**config.mk**
```make
export PLATFORM = sky130hd
export DESIGN_NAME = host_bus_if
export DESIGN_NICKNAME = d
export VERILOG_FILES = /design/src/rtl/hbi_pkg.sv /design/src/rtl/hbi_sync.sv /design/src/rtl/hbi_pulse_qual.sv /design/src/rtl/hbi_regbank.sv /design/src/rtl/host_bus_if.sv
export SDC_FILE = /design/constraint.sdc
export NUM_CORES = 1
export LEC_CHECK = 0
export BUFFER_PORTS_ARGS = -buffer_cell sky130_fd_sc_hd__buf_2
export CAP_MARGIN = 10
export CORE_UTILIZATION = 55
export CTS_CLUSTER_DIAMETER = 60
export DETAILED_ROUTE_END_ITERATION = 8
export GPL_TIMING_DRIVEN = 0
export PLACE_DENSITY = 0.7
export REMOVE_ABC_BUFFERS = 1
export SKIP_CTS_REPAIR_TIMING = 1
export SLEW_MARGIN = 20
export SYNTH_ARGS = -nofsm -noshare
export SYNTH_HDL_FRONTEND = slang
export SYNTH_SLANG_ARGS = --single-unit
```
**constraint.sdc**
```tcl
create_clock -name clk_i -period 2 [get_ports clk_i]
set_input_delay 0.2 -clock clk_i [delete_from_list [all_inputs] [get_ports clk_i]]
set_output_delay 0.2 -clock clk_i [all_outputs]
set_load 0.005 [all_outputs]
```
**src/rtl/hbi_pkg.sv**
```systemverilog
package hbi_pkg;
  typedef enum logic [1:0] {
    STYLE_INTEL = 2'd0,
    STYLE_MOTO  = 2'd1,
    STYLE_MUX   = 2'd2
  } bus_style_e;

  function automatic bus_style_e pick_style(input logic mux_en, input logic intel_sel);
    if (mux_en) return STYLE_MUX;
    return intel_sel ? STYLE_INTEL : STYLE_MOTO;
  endfunction
endpackage

```
**src/rtl/hbi_sync.sv**
```systemverilog
module hbi_sync #(
  parameter int         W       = 1,
  parameter logic [W-1:0] RST_VAL = '0
) (
  input  logic         clk_i,
  input  logic         rst_ni,
  input  logic [W-1:0] d_i,
  output logic [W-1:0] q_o
);
  logic [W-1:0] meta_q, sync_q;

  always_ff @(posedge clk_i or negedge rst_ni) begin
    if (!rst_ni) begin
      meta_q <= RST_VAL;
      sync_q <= RST_VAL;
    end else begin
      meta_q <= d_i;
      sync_q <= meta_q;
    end
  end

  assign q_o = sync_q;
endmodule

```
**src/rtl/hbi_pulse_qual.sv**
```systemverilog
module hbi_pulse_qual #(
  parameter int MIN_W = 3
) (
  input  logic clk_i,
  input  logic rst_ni,
  input  logic act_i,
  output logic level_o,
  output logic end_o
);
  localparam int CNT_W = $clog2(MIN_W + 1);
  localparam logic [CNT_W-1:0] CNT_MAX = CNT_W'(MIN_W);
  localparam logic [CNT_W-1:0] LVL_T   = CNT_W'(MIN_W - 1);

  logic [CNT_W-1:0] cnt_q;

  always_ff @(posedge clk_i or negedge rst_ni) begin
    if (!rst_ni)              cnt_q <= '0;
    else if (!act_i)          cnt_q <= '0;
    else if (cnt_q != CNT_MAX) cnt_q <= cnt_q + 1'b1;
  end

  // level: MIN_W-th consecutive active cycle or later; end: release after a long enough pulse
  assign level_o = act_i && (cnt_q >= LVL_T);
  assign end_o   = !act_i && (cnt_q >= CNT_MAX);

  AST_END_AFTER_ACTIVE: assert property (@(posedge clk_i) disable iff (!rst_ni)
    end_o |-> $past(act_i));
  AST_LEVEL_NEEDS_ACT: assert property (@(posedge clk_i) disable iff (!rst_ni)
    (level_o && LVL_T != 0) |-> $past(act_i));
endmodule

```
**src/rtl/hbi_regbank.sv**
```systemverilog
module hbi_regbank #(
  parameter int ADDR_W   = 3,
  parameter int DATA_W   = 8,
  parameter int BUS_W    = 8,
  parameter int CTRL_IDX = 4,
  parameter int IEN_BIT  = 3
) (
  input  logic              clk_i,
  input  logic              rst_ni,
  input  logic              clr_i,
  input  logic              we_i,
  input  logic [BUS_W-1:0]  addr_i,
  input  logic [DATA_W-1:0] wdata_i,
  output logic [DATA_W-1:0] rdata_o,
  output logic              ien_o
);
  localparam int NUM = 1 << ADDR_W;

  logic [DATA_W-1:0] regs_q [NUM];
  logic              hit;
  logic [ADDR_W-1:0] idx;

  assign hit = ({1'b0, addr_i} < (BUS_W+1)'(NUM));
  assign idx = addr_i[ADDR_W-1:0];

  always_ff @(posedge clk_i or negedge rst_ni) begin
    if (!rst_ni) begin
      for (int i = 0; i < NUM; i++) regs_q[i] <= '0;
    end else if (clr_i) begin
      for (int i = 0; i < NUM; i++) regs_q[i] <= '0;
    end else if (we_i && hit) begin
      regs_q[idx] <= wdata_i;
    end
  end

  assign rdata_o = hit ? regs_q[idx] : '0;
  assign ien_o   = regs_q[CTRL_IDX][IEN_BIT];

  AST_CLR_EMPTIES: assert property (@(posedge clk_i) disable iff (!rst_ni)
    clr_i |=> (rdata_o == '0 && !ien_o));
  AST_UNIMPL_NO_EFFECT: assert property (@(posedge clk_i) disable iff (!rst_ni)
    (we_i && !hit && !clr_i) |=> (ien_o == $past(ien_o)));
endmodule

```
**src/rtl/host_bus_if.sv**
```systemverilog
module host_bus_if
  import hbi_pkg::*;
#(
  parameter int ADDR_W  = 3,
  parameter int BUS_W   = 8,
  parameter int STB_MIN = 3,
  parameter int RST_MIN = 2
) (
  input  logic              clk_i,
  input  logic              rst_ni,
  input  logic              mux_en_i,
  input  logic              intel_sel_i,
  input  logic              bus_rst_i,
  input  logic              cs_n_i,
  input  logic              rd_n_i,
  input  logic              wr_n_i,
  input  logic              ale_n_i,
  input  logic [ADDR_W-2:0] addr_hi_i,
  input  logic [BUS_W-1:0]  ad_i,
  output logic [BUS_W-1:0]  ad_o,
  output logic              ad_oe_o,
  input  logic              irq_req_i,
  output logic              irq_o,
  output logic              irq_oe_o,
  input  logic              tx_bit_i,
  output logic              txd_o
);
  localparam int NSTB    = 3;  // 0: read, 1: write, 2: address latch
  localparam int STB_RD  = 0;
  localparam int STB_WR  = 1;
  localparam int STB_ALE = 2;

  bus_style_e style;
  assign style = pick_style(mux_en_i, intel_sel_i);

  // strobe and data synchronizers
  logic [3:0]              ctl_s;
  logic                    cs_s_n, rd_s_n, wr_s_n, ale_s_n;
  logic [BUS_W+ADDR_W-2:0] dat_s;
  logic [BUS_W-1:0]        ad_s;
  logic [ADDR_W-2:0]       ahi_s;
  logic                    rst_raw, rst_act;

  hbi_sync #(.W(4), .RST_VAL(4'hF)) u_sync_ctl (
    .clk_i, .rst_ni, .d_i({cs_n_i, rd_n_i, wr_n_i, ale_n_i}), .q_o(ctl_s));
  assign {cs_s_n, rd_s_n, wr_s_n, ale_s_n} = ctl_s;

  hbi_sync #(.W(BUS_W+ADDR_W-1), .RST_VAL('0)) u_sync_dat (
    .clk_i, .rst_ni, .d_i({ad_i, addr_hi_i}), .q_o(dat_s));
  assign {ad_s, ahi_s} = dat_s;

  // polarity applied before sync so a style change with the pin cannot glitch
  assign rst_raw = (style == STYLE_MOTO) ? !bus_rst_i : bus_rst_i;
  hbi_sync #(.W(1), .RST_VAL(1'b0)) u_sync_rst (
    .clk_i, .rst_ni, .d_i(rst_raw), .q_o(rst_act));

  // strobe qualification
  logic [NSTB-1:0] stb_act, stb_lvl, stb_end;
  assign stb_act = {!ale_s_n, !wr_s_n, !rd_s_n};

  for (genvar g = 0; g < NSTB; g++) begin : g_stb
    hbi_pulse_qual #(.MIN_W(STB_MIN)) u_qual (
      .clk_i, .rst_ni, .act_i(stb_act[g]), .level_o(stb_lvl[g]), .end_o(stb_end[g]));
  end

  logic soft_rst, rst_end;
  hbi_pulse_qual #(.MIN_W(RST_MIN)) u_rst_qual (
    .clk_i, .rst_ni, .act_i(rst_act), .level_o(soft_rst), .end_o(rst_end));

  // address path
  logic [BUS_W-1:0] lat_addr_q, eff_addr;
  logic             cs_act;
  assign cs_act = !cs_s_n;

  always_ff @(posedge clk_i or negedge rst_ni) begin
    if (!rst_ni)                                      lat_addr_q <= '0;
    else if (soft_rst)                                lat_addr_q <= '0;
    else if (style == STYLE_MUX && stb_end[STB_ALE])  lat_addr_q <= ad_s;
  end

  assign eff_addr = (style == STYLE_MUX) ? lat_addr_q
                  : {{(BUS_W-ADDR_W){1'b0}}, ahi_s, ale_s_n};

  // register bank
  logic             wr_commit, ien;
  logic [BUS_W-1:0] rd_byte;
  assign wr_commit = stb_end[STB_WR] && cs_act && !soft_rst;

  hbi_regbank #(.ADDR_W(ADDR_W), .DATA_W(BUS_W), .BUS_W(BUS_W), .CTRL_IDX(4), .IEN_BIT(3)) u_bank (
    .clk_i, .rst_ni, .clr_i(soft_rst), .we_i(wr_commit), .addr_i(eff_addr),
    .wdata_i(ad_s), .rdata_o(rd_byte), .ien_o(ien));

  // read path
  logic rd_go;
  assign rd_go = stb_lvl[STB_RD] && cs_act && !soft_rst;

  always_ff @(posedge clk_i or negedge rst_ni) begin
    if (!rst_ni) begin
      ad_oe_o <= 1'b0;
      ad_o    <= '0;
    end else begin
      ad_oe_o <= rd_go;
      ad_o    <= rd_go ? rd_byte : '0;
    end
  end

  // interrupt and transmit pins
  always_comb begin
    if (style == STYLE_MOTO) begin
      irq_o    = 1'b0;
      irq_oe_o = irq_req_i && !soft_rst && rst_ni;
    end else begin
      irq_o    = irq_req_i;
      irq_oe_o = ien;
    end
  end

  assign txd_o = (!rst_ni || soft_rst) ? 1'b1 : tx_bit_i;

  logic unused_sig;
  assign unused_sig = ^{stb_end[STB_RD], stb_lvl[STB_WR], stb_lvl[STB_ALE], rst_end};

  AST_OE_IDLE_ZERO: assert property (@(posedge clk_i) disable iff (!rst_ni)
    !ad_oe_o |-> (ad_o == '0));
  AST_OE_NEEDS_CS: assert property (@(posedge clk_i) disable iff (!rst_ni)
    ad_oe_o |-> $past(cs_act && !rd_s_n));
  AST_NO_WRITE_IN_RST: assert property (@(posedge clk_i) disable iff (!rst_ni)
    soft_rst |=> !ad_oe_o);
  AST_MOTO_DRIVES_LOW: assert property (@(posedge clk_i) disable iff (!rst_ni)
    (style == STYLE_MOTO && irq_oe_o) |-> !irq_o);
  AST_TXD_IDLE_IN_RST: assert property (@(posedge clk_i) disable iff (!rst_ni)
    soft_rst |-> txd_o);
endmodule

```
Yosys cells after proc, flatten, opt, wreduce, memory -nomap -nowiden
Cells that the tools add are included.
- output and inout port bits: 12
- bits in registers: 119
- ROM bits: 0
- memory bits (writable): 0
- memories: 0
- logic and storage cells: 93
- input port bits: 21
- latch bits: 0
- eq/ne operators: 7
- magnitude comparators: 7
- shifts and indexed selects: 0
- multipliers: 0
- bitwise logic cells: 1
- multiplexer cells: 29
- reductions and logical operators: 24
- $add $sub $neg: 4
- div/mod/pow operators: 0
- operators with widths (kind ; number):
    two-way mux 64 bit ; 2
    bitwise mux 64 bit ; 1
    two-way mux 8 bit ; 8
    binary-select mux 8 bit (select 3 bit) ; 1
    demux 8 bit (select 3 bit) ; 1
    two-way mux 2 bit ; 10
    logical AND 1 bit ; 13
    nonzero test 2 bit ; 5
    adder 2 x 1 -> 2 bit, second input constant ; 4
    < comparator 8 x 4 -> 1 bit, second input constant ; 1
    != test 2 bit, second input constant ; 4
    >= comparator 2 bit, second input constant ; 3
    two-way mux 1 bit ; 6
    logical NOT 1 bit ; 5
    >= comparator 4 bit, second input constant ; 1
    < comparator 4 x 1 -> 1 bit, second input constant ; 1
    NOT 3 -> 4 bit ; 1
    equality test 2 x 1 -> 1 bit, second input constant ; 1
    equality test 2 bit, second input constant ; 1
    >= comparator 2 x 1 -> 1 bit, second input constant ; 1
    != test 2 x 1 -> 1 bit, second input constant ; 1
    logical OR 1 bit ; 1

Depth between registers and ports, before layout
- depth in word-level cells: 12
- mapped depth: 7
- depth with buffers taken out: 6

Hierarchy
From an unflattened synthesis, not the netlist that was laid out.
- cells, all modules: 448
- area, all modules: 5642.9 um2
- modules (own cells, without submodules) (module ; cells each ; times used ; sequential area each (um2) ; area an instance (um2)):
    hbi_regbank ; 295 ; 1 ; 1601.5 ; 3508.4
    host_bus_if ; 75 ; 1 ; 425.4 ; 863.3
    hbi_sync at u_sync_dat ; 20 ; 1 ; 500.5 ; 500.5
    hbi_pulse_qual at g_stb[0].u_qual ... ; 12 ; 3 ; 50.0 ; 128.9
    hbi_sync at u_sync_ctl ; 8 ; 1 ; 210.2 ; 210.2
    hbi_pulse_qual at u_rst_qual ; 12 ; 1 ; 50.0 ; 123.9
    hbi_sync at u_sync_rst ; 2 ; 1 ; 50.0 ; 50.0

Worst setup path after synthesis
No wires, ideal clock.
- path type: register to register
- start: reg lat_addr_q[7]
- end: reg u_bank.regs_q[10] (netlist name)
- path slack: 0.291 ns
- period minus slack after synthesis: 1.709 ns
- arrival time: 1.629 ns
- required time: 1.920 ns
- setup time: 0.080 ns
- cell stages (with the launch flop): 6
- buffers on the path: 1
- cells stage by stage: dfrtp_1 -> or4_4 -> o21ai_4 -> and3_2 -> buf_6 -> mux2i_1
- longest elaborated chain between the ends: 4
- RTL lines (element ; line ; text):
    from (decl) ; host_bus_if.sv:71 ; logic [BUS_W-1:0] lat_addr_q, eff_addr;
    from (signal assigned) ; host_bus_if.sv:78 ; else if (style == STYLE_MUX && stb_end[STB_ALE]) lat_addr_q <= ad_s;
    two-way mux 8 bit ; host_bus_if.sv:81 ; assign eff_addr = (style == STYLE_MUX) ? lat_addr_q
    < comparator 8 x 4 -> 1 bit ; hbi_regbank.sv:23 ; assign hit = ({1'b0, addr_i} < (BUS_W+1)'(NUM));
    logical AND 1 bit ; hbi_regbank.sv:31 ; end else if (we_i && hit) begin
    nonzero test 2 bit (no source line) ; - ;
    to (signal, indexed assignment) ; hbi_regbank.sv:32 ; regs_q[idx] <= wdata_i;
    to (decl) ; hbi_regbank.sv:19 ; logic [DATA_W-1:0] regs_q [NUM];
No other way between the ends.
A chain may end at the register's enable or synchronous reset.

Worst setup path in the final report
- start: reg g_stb[1].u_qual.cnt_q[0]
- end: reg u_bank.regs_q[12] (netlist name)
- longest elaborated chain between the ends: 6
- RTL lines (element ; line ; text):
    from (decl) ; hbi_pulse_qual.sv:14 ; logic [CNT_W-1:0] cnt_q;
    from (signal assigned) ; hbi_pulse_qual.sv:19 ; else if (cnt_q != CNT_MAX) cnt_q <= cnt_q + 1'b1;
    >= comparator 2 bit ; hbi_pulse_qual.sv:24 ; assign end_o = !act_i && (cnt_q >= CNT_MAX);
    logical AND 1 bit ; hbi_pulse_qual.sv:24 ;
    logical AND 1 bit (2 in a row) ; host_bus_if.sv:87 ; assign wr_commit = stb_end[STB_WR] && cs_act && !soft_rst;
    logical AND 1 bit ; hbi_regbank.sv:31 ;
    nonzero test 2 bit (no source line) ; - ;
No other way between the ends.

==> impl_metrics.env <==
export IMPL_synth_top_family_by_area="multiplexers"
export IMPL_p_sw_share_pct=28.2
export IMPL_fin_nets=515
export IMPL_status="finished, violations left"
export IMPL_clkPwrFrac_pct=43.3
export IMPL_drt_iter0_drc=158
export IMPL_setup_slack_ps=42.5
export IMPL_diodes=0
export IMPL_comb_power_share_pct=20.0
export IMPL_power_leakage_nw=3.35
export IMPL_pre_cts_slack_ps=-543
export IMPL_port_buffers=32
export IMPL_p_sw_mw=2.02
export IMPL_setup_violations=0
export IMPL_crit_type="reg2reg"
export IMPL_dp_hpwl_mm=6.88
export IMPL_yosys_area_share_adder_pct=1.18
export IMPL_powerDensity_nw_per_um2=1090
export IMPL_synthMuxAreaShare_pct=19.9
export IMPL_ys_async_sr_fraction_pct=100
export IMPL_crit_fanout=8
export IMPL_htreeDepth=4
export IMPL_power_internal_mw=5.13
export IMPL_required_ps=2430
export IMPL_antenna_found_initial=0
export IMPL_synth_top_area_share_pct=52.5
export IMPL_grt_overflow=0
export IMPL_worstSetupEndpointType="register"
export IMPL_min_path_type="in2async"
export IMPL_area_growth_pct=24.3
export IMPL_grt_pass1_vias=3467
export IMPL_grtUsageTotal_pct=25.0
export IMPL_total_power_mw=7.15
export IMPL_slew_headroom_pct=47.2
export IMPL_synth_main_ff_cell="dfrtp_1"
export IMPL_cts_sinks=119
export IMPL_max_freq_ghz=0.511
export IMPL_violations="negative hold slack"
export IMPL_final_core_util_pct=70.9
export IMPL_worstPathArrival_ps=2390
export IMPL_initial_utilization_pct=57.0
export IMPL_place_congestion=0.799
export IMPL_synth_avg_cell_area_um2=12.6
export IMPL_ir_worst_vdd_uv=754
export IMPL_synthTopCellsByArea="dfrtp_1 52%, mux2i_1 16%, nand2_1 5.4%"
export IMPL_grt_max_degree=64
export IMPL_ys_types=55
export IMPL_netlist_area_um2=5290
export IMPL_hold_violations=57
export IMPL_worst_pin_slew_ps=777
export IMPL_cts_buffer_depth=2
export IMPL_whs_ps=-350
export IMPL_vias=3575
export IMPL_timing_rr_end="u_bank.regs_q[12]$_DFFE_PN0P_"
export IMPL_synth_top_area_cell="dfrtp_1"
export IMPL_numCtsBuffers=17
export IMPL_period_share_pct=97.9
export IMPL_synth_seq_cells=119
export IMPL_drc_errors=0
export IMPL_pwr_share_seq_pct=36.7
export IMPL_rrSetupSlack_ps=40
export IMPL_cap_violations=0
export IMPL_synthCells=421
export IMPL_viasPerCell=5.67
export IMPL_synth_simple_gate_area_share_pct=14.1
export IMPL_placementRows=35
export IMPL_clock_root_buffer="clkbuf_8"
export IMPL_synth_compound_area_share_pct=4.85
export IMPL_die_h_um=100
export IMPL_finalCriticalPeriod_ps=1960
export IMPL_ys_seq_area_share_pct=56.4
export IMPL_clk_pin_slew_ps=60
export IMPL_io_pins=33
export IMPL_slew_viol_final=0
export IMPL_start_kind="register"
export IMPL_drive_above_1_share_pct=26.9
export IMPL_die_area_um2=10000
export IMPL_die_x_um=100
export IMPL_final_antenna_net_count=0
export IMPL_reg2regPathDepth=5
export IMPL_worstSetupStartpoint="g_stb[1].u_qual.cnt_q[0]$_DFFE_PN0P_"
export IMPL_grt_pass1_wl_mm=18.0
export IMPL_synth_edf_count=0
export IMPL_routed_wl_mm=12.1
export IMPL_post_drt_wl_per_cell_um=19.2
export IMPL_yosys_warnings=0
export IMPL_drtPass1Iterations=5
export IMPL_timing_rr_start="g_stb[1].u_qual.cnt_q[0]$_DFFE_PN0P_"
export IMPL_cts_tree="done"
export IMPL_synthXorXnorAreaFrac_pct=0.827
export IMPL_fp_coreArea_um2=9280
export IMPL_fin_skew_ps=5.89
export IMPL_clk_latency_ps=520
## final cells by class
type | instances | area (µm²)
timing repair buffer | 69 | 584
multi-input combinational | 280 | 2230
tap | 129 | 161
clock buffer | 19 | 442
inverter | 2 | 7.51
sequential | 119 | 2990
clock inverter | 13 | 170
fill | 667 | 2700
## sequential cells by signal (all words and copies together), names as in the netlist
signal,cells
u_sync_ctl.q_o,4
ad_oe_o,1
u_bank.regs_q,63
u_bank.ien_o,1
u_sync_ctl.meta_q,4
u_sync_rst.meta_q,1
u_sync_rst.q_o,1
u_sync_dat.q_o,10
u_rst_qual.cnt_q,2
u_sync_dat.meta_q,10
g_stb.u_qual.cnt_q,6
lat_addr_q,8
ad_o,8
## worst max path at each step
stage / endpoint / slack, ps / cells past startpoint
floorplan: u_bank.regs_q[10]$_DFFE_PN0P_ / -600 / 5
global placement: u_bank.regs_q[12]$_DFFE_PN0P_ / -1820 / 5
detailed placement: ad_o[0]$_DFF_PN0_ / -540 / 5
CTS: u_bank.regs_q[1]$_DFFE_PN0P_ / -460 / 4
global route: u_bank.regs_q[12]$_DFFE_PN0P_ / -2 / 5
finish: u_bank.regs_q[12]$_DFFE_PN0P_ / 40 / 5
## power groups by stage
stage	combinational, mW	sequential, mW	clock, mW
finish	1.43	2.63	3.10
global route	1.53	2.64	3.26
CTS	1.00	2.62	3.12
detailed placement	0.991	2.67	0
global placement	0.890	2.65	0
floorplan	0.625	2.64	0
## per-stage QoR
step                area, µm²  hold WS, ps  std cells  setup TNS (ps)
finish                   6580         -350        631               0
detailed placement       5560          214        564          -15860
global placement         5480          306        562         -194590
floorplan                5160        -95.6        401          -38660
CTS                      6170         -334        596          -15720
global route             6580         -320        631           -2.29
## cell usage in the layout (no fill, tap or decap), drive strengths merged, types with 2 or more instances in the layout
| cell | count |
|---|---|
| a211oi | 4 |
| nand3b | 4 |
| clkinv | 5 |
| or3 | 2 |
| o221ai | 10 |
| inv | 4 |
| nand3 | 10 |
| nand4 | 3 |
| nor2 | 20 |
| dfstp | 8 |
| clkinvlp | 3 |
| a2111oi | 2 |
| a21oi | 2 |
| dlygate4sd3 | 16 |
| ha | 5 |
| xor2 | 4 |
| nor2b | 3 |
| and2 | 4 |
| mux2i | 88 |
| buf | 51 |
| nor3 | 2 |
| dfrtp | 111 |
| nand2 | 78 |
| clkbuf | 21 |
| bufinv | 3 |
| o22ai | 3 |
| mux2 | 14 |
| o21ai | 4 |
| o21bai | 2 |
| or3b | 2 |
| or4 | 2 |
## layer usage
layer / up-vias / wire [µm] / track usage (%)
met4: 0 / 237 / 9.03
met2: 109 / 6090 / 40.4
met3: 21 / 634 / 7.45
li1: 1622 / - / -
met5: - / 0 / 0
met1: 1823 / 5180 / 32.2
## cells by family after synthesis
| kind of cell | after synthesis |
|---|---|
| and+or+nand+nor | 136 |
| adders and majority gates | 5 |
| xor gates and xnor gates | 5 |
| DFF | 119 |
| muxes | 102 |
| AOI/OAI and AO/OA | 32 |
| buffers and inverters | 22 |
## cell usage after synthesis (3+ instances only)
| cell type | count |
|---|---|
| dfrtp_1 | 111 |
| mux2i_1 | 87 |
| nand2_1 | 76 |
| nor2_1 | 17 |
| mux2_2 | 13 |
| clkbuf_1 | 10 |
| o221ai_1 | 10 |
| dfstp_2 | 8 |
| ha_1 | 5 |
| nand3_1 | 5 |
| nand3_4 | 5 |
| a211oi_1 | 4 |
| and2_1 | 4 |
| buf_6 | 4 |
| nand3b_1 | 4 |
| xor2_1 | 4 |
| nor2b_1 | 3 |
| o21ai_0 | 3 |
| o22ai_1 | 3 |
## critical path: stages, from the launching register on
cell,delay (ps)
dfrtp_1,370
ha_1,230
nand3b_1,310
nor2_4,330
and3_4,370
mux2i_1,250
(Power assumes the default switching activity.)
